## config.mk

```make
export PLATFORM = sky130hd
export DESIGN_NAME = fwd_unit_top
export DESIGN_NICKNAME = d
export VERILOG_FILES = /design/src/rtl/fwd_pkg.sv /design/src/rtl/fwd_match.sv /design/src/rtl/fwd_operand_pick.sv /design/src/rtl/fwd_operand_reg.sv /design/src/rtl/fwd_unit_top.sv
export SDC_FILE = /design/constraint.sdc
export NUM_CORES = 1
export LEC_CHECK = 0
export BUFFER_PORTS_ARGS = -buffer_cell sky130_fd_sc_hd__buf_2
export CAP_MARGIN = 20
export CORE_MARGIN = 3
export CORE_UTILIZATION = 35
export CTS_BUF_LIST = sky130_fd_sc_hd__clkbuf_16
export DETAILED_ROUTE_END_ITERATION = 16
export PLACE_DENSITY = 0.67
export SLEW_MARGIN = 0
export SYNTH_ARGS = -nofsm -noshare
export SYNTH_HDL_FRONTEND = slang
export SYNTH_SLANG_ARGS = --single-unit
```

## constraint.sdc

```tcl
create_clock -name clk -period 2 [get_ports clk]
set_input_delay 0.1 -clock clk [delete_from_list [all_inputs] [get_ports clk]]
set_output_delay 0.1 -clock clk [all_outputs]
set_load 0.01 [all_outputs]
```

## src/rtl/fwd_pkg.sv

```systemverilog
package fwd_pkg;
  localparam int unsigned REG_W  = 5;
  localparam int unsigned DATA_W = 32;
  localparam int unsigned SEL_W  = 2;

  typedef enum logic [SEL_W-1:0] {
    SRC_DX = 2'b00,
    SRC_MW = 2'b01,
    SRC_EM = 2'b10
  } opsel_e;
endpackage

```

## src/rtl/fwd_match.sv

```systemverilog
module fwd_match #(
  parameter int unsigned REG_W = fwd_pkg::REG_W
) (
  input  logic [REG_W-1:0] src,
  input  logic [REG_W-1:0] dst,
  input  logic             wr,
  output logic             hit
);
  always_comb begin
    hit = wr && (dst != '0) && (dst == src);
  end
endmodule

```

## src/rtl/fwd_operand_pick.sv

```systemverilog
module fwd_operand_pick
  import fwd_pkg::*;
#(
  parameter int unsigned REG_W = fwd_pkg::REG_W
) (
  input  logic [REG_W-1:0] src,
  input  logic [REG_W-1:0] em_rd,
  input  logic             em_we,
  input  logic [REG_W-1:0] mw_rd,
  input  logic             mw_we,
  output opsel_e           sel
);
  logic em_hit;
  logic mw_hit;

  fwd_match #(.REG_W(REG_W)) em_match_i (
    .src(src), .dst(em_rd), .wr(em_we), .hit(em_hit)
  );

  fwd_match #(.REG_W(REG_W)) mw_match_i (
    .src(src), .dst(mw_rd), .wr(mw_we), .hit(mw_hit)
  );

  // newer result takes precedence over the older one
  always_comb begin
    if (em_hit)      sel = SRC_EM;
    else if (mw_hit) sel = SRC_MW;
    else             sel = SRC_DX;
  end
endmodule

```

## src/rtl/fwd_operand_reg.sv

```systemverilog
module fwd_operand_reg
  import fwd_pkg::*;
#(
  parameter int unsigned DATA_W = fwd_pkg::DATA_W
) (
  input  logic              clk,
  input  logic              rst,
  input  opsel_e            sel,
  input  logic [DATA_W-1:0] dx_val,
  input  logic [DATA_W-1:0] em_val,
  input  logic [DATA_W-1:0] mw_val,
  output logic [DATA_W-1:0] q
);
  logic [DATA_W-1:0] d;

  always_comb begin
    unique case (sel)
      SRC_EM:  d = em_val;
      SRC_MW:  d = mw_val;
      default: d = dx_val;
    endcase
  end

  always_ff @(posedge clk) begin
    if (rst) q <= '0;
    else     q <= d;
  end
endmodule

```

## src/rtl/fwd_unit_top.sv

```systemverilog
module fwd_unit_top
  import fwd_pkg::*;
#(
  parameter int unsigned REG_W  = fwd_pkg::REG_W,
  parameter int unsigned DATA_W = fwd_pkg::DATA_W
) (
  input  logic              clk,
  input  logic              rst,
  input  logic [REG_W-1:0]  ex_rs,
  input  logic [REG_W-1:0]  ex_rt,
  input  logic [REG_W-1:0]  em_rd,
  input  logic              em_we,
  input  logic [REG_W-1:0]  mw_rd,
  input  logic              mw_we,
  input  logic              id_branch,
  input  logic [REG_W-1:0]  id_rs,
  input  logic [REG_W-1:0]  id_rt,
  input  logic [DATA_W-1:0] ex_rs_val,
  input  logic [DATA_W-1:0] ex_rt_val,
  input  logic [DATA_W-1:0] em_val,
  input  logic [DATA_W-1:0] mw_val,
  input  logic [DATA_W-1:0] id_rs_val,
  input  logic [DATA_W-1:0] id_rt_val,
  output logic [1:0]        sel_a,
  output logic [1:0]        sel_b,
  output logic              sel_c,
  output logic              sel_d,
  output logic [DATA_W-1:0] opnd_a,
  output logic [DATA_W-1:0] opnd_b,
  output logic [DATA_W-1:0] cmp_a,
  output logic [DATA_W-1:0] cmp_b
);
  localparam int unsigned N_ALU = 2;
  localparam int unsigned N_CMP = 2;
  localparam int unsigned N_ALL = N_ALU + N_CMP;

  logic [REG_W-1:0]  alu_src  [N_ALU];
  logic [REG_W-1:0]  cmp_src  [N_CMP];
  logic              cmp_hit  [N_CMP];
  opsel_e            path_sel [N_ALL];
  logic [DATA_W-1:0] path_dx  [N_ALL];
  logic [DATA_W-1:0] path_q   [N_ALL];

  assign alu_src[0] = ex_rs;
  assign alu_src[1] = ex_rt;
  assign cmp_src[0] = id_rs;
  assign cmp_src[1] = id_rt;
  assign path_dx[0] = ex_rs_val;
  assign path_dx[1] = ex_rt_val;
  assign path_dx[2] = id_rs_val;
  assign path_dx[3] = id_rt_val;

  genvar gi;
  generate
    for (gi = 0; gi < N_ALU; gi++) begin : g_alu
      fwd_operand_pick #(.REG_W(REG_W)) pick_i (
        .src(alu_src[gi]), .em_rd(em_rd), .em_we(em_we),
        .mw_rd(mw_rd), .mw_we(mw_we), .sel(path_sel[gi])
      );
    end

    // comparator: memory-stage path only, qualified by the branch flag
    for (gi = 0; gi < N_CMP; gi++) begin : g_cmp
      fwd_match #(.REG_W(REG_W)) br_match_i (
        .src(cmp_src[gi]), .dst(em_rd), .wr(id_branch), .hit(cmp_hit[gi])
      );
      assign path_sel[N_ALU+gi] = cmp_hit[gi] ? SRC_EM : SRC_DX;
    end

    for (gi = 0; gi < N_ALL; gi++) begin : g_reg
      fwd_operand_reg #(.DATA_W(DATA_W)) reg_i (
        .clk(clk), .rst(rst), .sel(path_sel[gi]),
        .dx_val(path_dx[gi]), .em_val(em_val), .mw_val(mw_val),
        .q(path_q[gi])
      );
    end
  endgenerate

  assign sel_a  = path_sel[0];
  assign sel_b  = path_sel[1];
  assign sel_c  = cmp_hit[0];
  assign sel_d  = cmp_hit[1];
  assign opnd_a = path_q[0];
  assign opnd_b = path_q[1];
  assign cmp_a  = path_q[2];
  assign cmp_b  = path_q[3];
endmodule

```

# Yosys cells after proc, flatten, opt, wreduce, memory -nomap -nowiden
# Index checks and enable logic that the tools add are counted.
# word_totals
wordCells,39
regBits,128
out_inout_bits,134
input_bits,227
# op_classes
n_mux,10
reduce_logical,11
eq_ne,14
# ops
operator,count
$pmux 32 s2,4
$eq 5x5->1,6
$reduce_bool 5->1,2
$logic_and 1x1->1,9
$eq 2x1->1 const B,4
$eq 2x2->1 const B,4
$mux 2,4
$mux 1,2

# Logic depth before layout (Yosys ltp)
# Gate-level depths: netlist (run 1).
# depth
depth_word,7
ltp_mapped,7
mapped_depth_nobuf,5

# Modules after synthesis
# From an unflattened synthesis (run 1), not the netlist that was laid out.
# hier_totals
hier_cells,657
area_unflattened_um2,7696.1
# modules_own_cells
mod,seq_area_each_um2,cells_per_inst,instances,area_per_inst_um2
fwd_operand_reg,640.6,148,4,1798.0
fwd_match,0.0,10,6,76.3
fwd_operand_pick,0.0,2,2,21.3
fwd_unit_top,0.0,1,1,3.8

# Worst setup path before layout (run 1)
# No wires, ideal clock.
# synth_timing
path_type,input to output
startpoint,input port em_rd[2]
endpoint,output port sel_a[0]
path_buffers,2
t_required_ns,1.900
path_slack_ns,0.191
path_stages,7
arrival_time_ns,1.709
path_cell_list,clkbuf_1 -> or4_4 -> o2111ai_2 -> or2_1 -> buf_2 -> inv_2 -> nor4_2
# synth_between
elab_chain_len,4
word_cells_on_any_way,5
cone_classes,eq/ne (1); mux (1); reduce/logical (3)
# synth_rtl
item,line,rtl
"start, declared",fwd_unit_top.sv:11,"input logic [REG_W-1:0] em_rd,"
$reduce_bool 5->1,fwd_match.sv:10,hit = wr && (dst != '0) && (dst == src);
$logic_and 1x1->1,fwd_match.sv:10,
$logic_and 1x1->1 *,fwd_match.sv:10,
via g_alu[0].pick_i.em_hit,fwd_operand_pick.sv:13,logic em_hit;
$mux 2 *,fwd_operand_pick.sv:26,if (em_hit) sel = SRC_EM;
"end, declared",fwd_unit_top.sv:24,"output logic [1:0] sel_a,"
# Mark *: on every way through the listed nets, which the timed path passes. The rest lies on a longest branch.

# Worst setup path after layout (run 1)
# layout_timing
startpoint,input port mw_rd[3]
endpoint,register g_reg[0].reg_i.q[21]
# layout_between
elab_chain_len,7
word_cells_on_any_way,9
cone_classes,eq/ne (3); mux (3); reduce/logical (3)
# layout_rtl
item,line,rtl
"start, declared",fwd_unit_top.sv:13,"input logic [REG_W-1:0] mw_rd,"
$reduce_bool 5->1,fwd_match.sv:10,
$logic_and 1x1->1,fwd_match.sv:10,
$logic_and 1x1->1 *,fwd_match.sv:10,
$mux 1 *,fwd_operand_pick.sv:27,else if (mw_hit) sel = SRC_MW;
$mux 2 *,fwd_operand_pick.sv:26,
$eq 2x1->1 / $eq 2x2->1 (equally long branches),fwd_operand_reg.sv:17,unique case (sel)
$pmux 32 s2 *,fwd_operand_reg.sv:17,
"end signal, assigned",fwd_operand_reg.sv:25,if (rst) q <= '0;
"end signal, assigned",fwd_operand_reg.sv:26,else q <= d;
"end, declared",fwd_operand_reg.sv:12,output logic [DATA_W-1:0] q
# Mark *: on every way between the ends. The rest lies on a longest branch, timed or not.
# A chain may end at the register's enable or synchronous reset.

==> reports/results.txt, run 1 <==
outcome: completed
DRC Markers: 0
clock slew at reported path FFs: 0.06 ns
hold slack: 0.0176 ns
sequential fraction of the synthesis area: 0.387
area of the mapped netlist: 0.00662 mm²
DP Area: 0.00876 mm²
largest net degree at the start of global routing: 70
Slew Limit Fails: 0
Core ar.: 0.0183 mm²
Worst setup EP type: flip-flop
Yosys top cell area share: 0.387
crit-path cells: buf_2 > nor4_1 > a21bo_4 > buf_4 > o31ai_1 > a311oi_1 > dlygate4sd3_1
Synth cell types: 33
I/O Buffers: 360
initial drt markers: 746
Routed Antenna Nets: 0
register bit total from synthesis: 128
vias after detailed routing: 8041
I/O pin cnt: 361
Finished Cell Area: 0.0110 mm²
worst path bufs/invs: 3
Final Hold Viols: 0
Synth Net Count: 955
RSZ-0062 raised after global routing: no
critical path's top delay family: buffers and inverters
H-tree levels: 4
Hold WC Path Type: input port to flip-flop
routed wire length: 30500 µm
CP Data Required Time: 2.35 ns
Startpoint Class: input port
vias in the first global route: 8015
FP Rows: 49
Synth area leaders: dfxtp_1 (39%), mux2i_1 (9.7%), nand2b_1 (9.1%), a311oi_1 (8.5%), o31ai_1 (7.3%)
drt pass-1 iters: 5
Finish-stage setup viols: 0
Area Growth Syn to Fin: 65.6%
P_leak: 0.00498 µW
CP Data Arrival Time: 2.31 ns
crit-path max FO: 16
post-synthesis cell count: 728
Initial Utilization: 0.362
dpl hpwl: 20200 µm
CTS max path bufs: 2
die area: 0.0206 mm²
pwr dens: 695 mW/mm²
Top Registers: g.reg_i.q x128
Die W: 144 µm
max_cap viols: 0
post-synth top area cell: dfxtp_1
Tcrit/Tclk final: 0.977
Root Buffer Master: clkbuf_16
TritonCTS clock tree: built
GRT Util Overall: 0.278
Avg Vias per Cell: 5.52
CTS Buf Count: 17
Rel. slew slack: 0.527
critical path class: input port to flip-flop
Top reg by flops: g.reg_i.q
worst-margin pin slew: 0.707 ns
clock sinks: 128
Slowest Stage Delay on Critical Path: 0.59 ns
DR WL/cell: 21.0 µm
fin nets: 1437
max reg flops: 128
GR Overflow Total: 0
Avg Inst Size Synth: 9.10 µm²
die height: 144 µm
layout cells sized above 1: 0.369
Util after Layout: 0.600
min Tclk post-route: 1.95 ns
routability congestion estimate: 0.902
Sum Neg Setup Slack: 0 ns
worst vdd ir: 0.000497 V
first-pass GRT wire length: 44500 µm
initial antenna violation count: 1
Critical-path top delay cell: dlygate4sd3_1
Syn. warnings: 0
fmax: 512 MHz
path summary, 6_finish.rpt:
kind                  cells past startpoint                   end     startpoint
worst min-delay path                      3  g_reg[0].reg_i.q[17]  ex_rs_val[17]
worst max-delay path                      7  g_reg[0].reg_i.q[21]       mw_rd[3]
what timing repair did:
item / CTS / global route
setup endpoints to repair: 0 / 25
hold endpoints to repair: 126 / 0
resized for setup: 0 / 2
setup buffers: 0 / 2
hold buffers: 155 / 0
Yosys cell counts:
cell type  instances
a21bo_1            1
or4_4              1
or2_1              3
inv_2              2
nor4_4             1
inv_1             33
nor4_1             2
buf_2             30
mux2i_1           64
nor3_1            65
clkbuf_2           2
o21ai_2            1
xnor2_1           18
buf_4              5
a311oi_1          64
a21boi_1           1
o31ai_1           64
nor2_1             1
buf_1              1
nand2_1            3
dfxtp_1          128
a211oi_1           1
xor2_1            12
or3_1              3
nand3_1            4
buf_6              1
nand4_1           32
o2111ai_2          2
or2_2              1
or4_1             31
clkbuf_1          53
nand2b_1          96
nor4_2             2
cell type report:
class	instances	area [µm²]
inverter	35	131
tap	229	287
clock inverter	15	173
antenna	5	12.5
timing repair buffer	554	3770
fill	1551	7310
sequential	128	2560
multi-input combinational	474	3600
clock buffer	17	425
logic make-up after synthesis:
family	count (synthesis)	synth area share
flops	128	0.387
xor+xnor	30	0.0397
buf+inv	127	0.0820
compound gates	134	0.167
mux	64	0.0967
simple gates	245	0.228
power breakdown:
group,leakage [µW],switching [µW],total [µW],internal [µW]
combinational,0.00363,897,1670,770
sequential,0.00107,49.8,2760,2710
clock,0.000289,1310,3180,1880
total,0.00498,2260,7610,5360
per-layer routing:
| layer | part of all wire | up-vias | GRT usage | routed length (µm) |
|---|---|---|---|---|
| li1 | - | 3682 | - | - |
| met1 | 0.38 | 3739 | 0.332 | 11600 |
| met2 | 0.48 | 518 | 0.472 | 14700 |
| met3 | 0.099 | 102 | 0.0709 | 3010 |
| met4 | 0.040 | 0 | 0.122 | 1230 |
| met5 | 0 | - | 0 | 0 |
layout by cell type, fill, tap and decap left out, drive strengths merged:
master	Yosys	final
or3	3	3
a311oi	64	64
mux2i	64	64
bufinv	0	2
nand2	3	3
clkbuf	55	17
xor2	12	12
xnor2	18	18
nand2b	96	96
clkinvlp	0	2
buf	37	399
a21boi	1	2
nor2	1	1
inv	35	42
or4	32	32
nor4	5	5
o31ai	64	64
clkinv	0	4
nor3	65	65
or2	4	4
o21ai	1	1
a21bo	1	1
o2111ai	2	2
a211oi	1	1
nand3	4	4
nand4	32	32
dlygate4sd3	0	155
diode	0	5
dfxtp	128	128
stage by stage:
stage	power, µW	instances	worst slack (ns)
after global routing	7910	1453	0.00603
after detailed placement	4190	1262	0.0696
after floorplan	3470	728	0.191
after global placement	4180	1262	0.0721
final	7610	1457	0.0457
after CTS	7620	1449	0.0438
worst min-delay path, delay by kind of cell:
family / cells / cell delay, ns
AO/OA/AOI/OAI: 2 / 0.17
buffers and inverters: 1 / 0.11
Power figures use the tool's default switching activity.
==> run 2: changes to the inputs <==
Settings changed: CTS_BUF_LIST sky130_fd_sc_hd__clkbuf_16 to sky130_fd_sc_hd__clkbuf_4, SETUP_SLACK_MARGIN set to 0.3.
==> run 2 against run 1 <==
Against the previous run:
- via count rose by 8.9%
- die area stayed put
- first-iteration DRC count rose by 8.6%
- clock-buffer cell count is 1 higher
- sequential power hardly changed
- cell count is 5.2% higher
- non-clock buffer count is 77 higher
- sequential share of layout area shrank 1.3 points
- combinational power increased by 12%
- global-route usage grew 2.9 points
- critical path type unchanged
==> reports/results.txt, run 2 (synthesis gave the netlist of run 1 again) <==
CTS Buf Count: 17 (unchanged)
Finish-stage setup viols: 0 (unchanged)
largest net degree at the start of global routing: 66 (-5.7%)
Root Buffer Master: clkbuf_4
placed insts: 1258 (-0.32%)
Die W: 144 µm (unchanged)
I/O Buffers: 360 (unchanged)
die height: 144 µm (unchanged)
routability congestion estimate: 0.923 (+2.3%)
Top Registers: g.reg_i.q x128
hold path depth: 5 (+2)
fmax: 564 MHz (+10%)
P_leak: 0.00524 µW (+5.3%)
Tcrit/Tclk final: 0.887 (-0.0906)
initial drt markers: 810 (+8.6%)
first-pass GRT wire length: 48900 µm (+10%)
die area: 0.0206 mm² (unchanged)
Avg Vias per Cell: 5.71 (+3.5%)
critical path's top delay family: buffers and inverters
GR Overflow Total: 0 (unchanged)
Slew Limit Fails: 0 (unchanged)
Rel. slew slack: 0.241 (-0.287)
Core ar.: 0.0183 mm² (unchanged)
worst vdd ir: 0.000336 V (-32%)
dpl hpwl: 20300 µm (+0.40%)
DRC Markers: 0 (unchanged)
worst setup path start: em_rd[2]
drt pass-1 iters: 8 (+3)
GRT Util Overall: 0.307 (+0.0289)
I/O pin cnt: 361 (unchanged)
RSZ-0062 raised after global routing: yes
CTS max path bufs: 2 (unchanged)
crit-path max FO: 10 (-6)
layout cells sized above 1: 0.359 (-0.0100)
commonest non-fill, non-tap cell in the layout: buf_2
fillers: 1410 (-9.1%)
Critical-path top delay cell: or4_4
Final Hold Viols: 0 (unchanged)
initial antenna violation count: 5 (+4)
Top reg by flops: g.reg_i.q
Initial Utilization: 0.362 (unchanged)
clock slew at reported path FFs: 0.12 ns (+0.06 ns)
crit-path cells: buf_6 > or4_4 > o21ai_4 > nor4_4 > buf_6 > buf_12 > clkbuf_16 > mux2i_1 > dlygate4sd3_1
Worst setup EP type: flip-flop
Hold WC Path Type: input port to flip-flop
Routed Antenna Nets: 0 (unchanged)
DR WL/cell: 22.4 µm (+6.7%)
Most common cell on crit path: buf_6
Area Growth Syn to Fin: 75.6%
routed wire length: 34300 µm (+12%)
Sum Neg Setup Slack: 0 ns (unchanged)
min Tclk post-route: 1.77 ns (-0.181 ns)
worst-margin pin slew: 1.14 ns (+0.429 ns)
vias after detailed routing: 8757 (+8.9%)
critical path class: input port to flip-flop
H-tree levels: 4 (unchanged)
Startpoint Class: input port
commonest cells after routing, fill and taps aside: buf_2 (355), dlygate4sd3_1 (220), dfxtp_1 (128)
outcome: completed
clock sinks: 128 (unchanged)
TritonCTS clock tree: built
max_cap viols: 0 (unchanged)
fin nets: 1513 (+5.3%)
max reg flops: 128 (unchanged)
Crit path depth: 9 (+2)
CP Data Arrival Time: 2.19 ns (-0.12 ns)
FP Rows: 49 (unchanged)
Slowest Stage Delay on Critical Path: 0.58 ns (about the same)
min-delay src: ex_rt[3]
vias in the first global route: 8709 (+8.7%)
CP Data Required Time: 2.42 ns (+0.07 ns)
worst path bufs/invs: 5 (+2)
CP endpoint: g_reg[2].reg_i.q[5]
pwr dens: 572 mW/mm² (-18%)
fin cells: 1533 (+5.2%)
[run 2: cell types whose count changed in the layout (fill, tap and decap cells not counted), sizes merged]
cell,previous run,this run
clkbuf,17,22
inv,42,39
a21boi,2,1
bufinv,2,3
buf,399,407
clkinvlp,2,1
dlygate4sd3,155,220
clkinv,4,6
[run 2: layout make-up]
cell class | instances | area [µm²] | share of cell area
clock buffer | 18 | 135 | 0.0116
timing repair buffer | 631 | 4690 | 0.403
multi-input combinational | 473 | 3620 | 0.312
inverter | 35 | 136 | 0.0117
clock inverter | 14 | 180 | 0.0155
tap | 229 | 287 | 0.0246
antenna | 5 | 12.5 | 0.00108
sequential | 128 | 2560 | 0.220
[run 2: worst min-delay path by stage]
| stage | end |
|---|---|
| after detailed placement | g_reg[2].reg_i.q[18] |
| after global routing | g_reg[1].reg_i.q[0] |
| after floorplan | g_reg[2].reg_i.q[0] |
| after CTS | g_reg[1].reg_i.q[0] |
| after global placement | g_reg[2].reg_i.q[29] |
| final | g_reg[1].reg_i.q[0] |
[run 2: timing repair]
action / 4_1_cts / 5_1_grt
hold buffers: 227 / 0
gates cloned: 0 / 4
pin swaps: 7 / 4
endpoints found under the hold margin: 128 / 0
gates resized for setup: 8 / 7
setup buffers: 5 / 9
setup endpoints to repair: 4 / 19
[run 2: per-layer routing]
metal | GRT usage | vias up | wire length (µm)
met5 | 0 | - | 7
met4 | 0.154 | 2 | 1940
met3 | 0.0855 | 194 | 3430
met2 | 0.525 | 670 | 16500
met1 | 0.351 | 4057 | 12400
li1 | - | 3834 | -
[run 2: power breakdown]
part           switching (µW)  internal (µW)
combinational             984            885
sequential               52.8           2710
clock                    1110            904
total                    2150           4500
[run 2: stage by stage]
step | hold slack, ns | power [µW] | area (µm²) | setup WS (ns) | util
3_3_place_gp | 0.359 | 4210 | 8820 | 0.0690 | 0.483
4_1_cts | 0.0645 | 6570 | 11500 | 0.258 | 0.628
6_report | 0.146 | 6650 | 11600 | 0.227 | 0.637
3_5_place_dp | 0.362 | 4220 | 8820 | 0.0476 | 0.483
5_1_grt | 0.122 | 6890 | 11600 | 0.241 | 0.636
2_1_floorplan | 0.252 | 3480 | 6640 | 0.230 | -
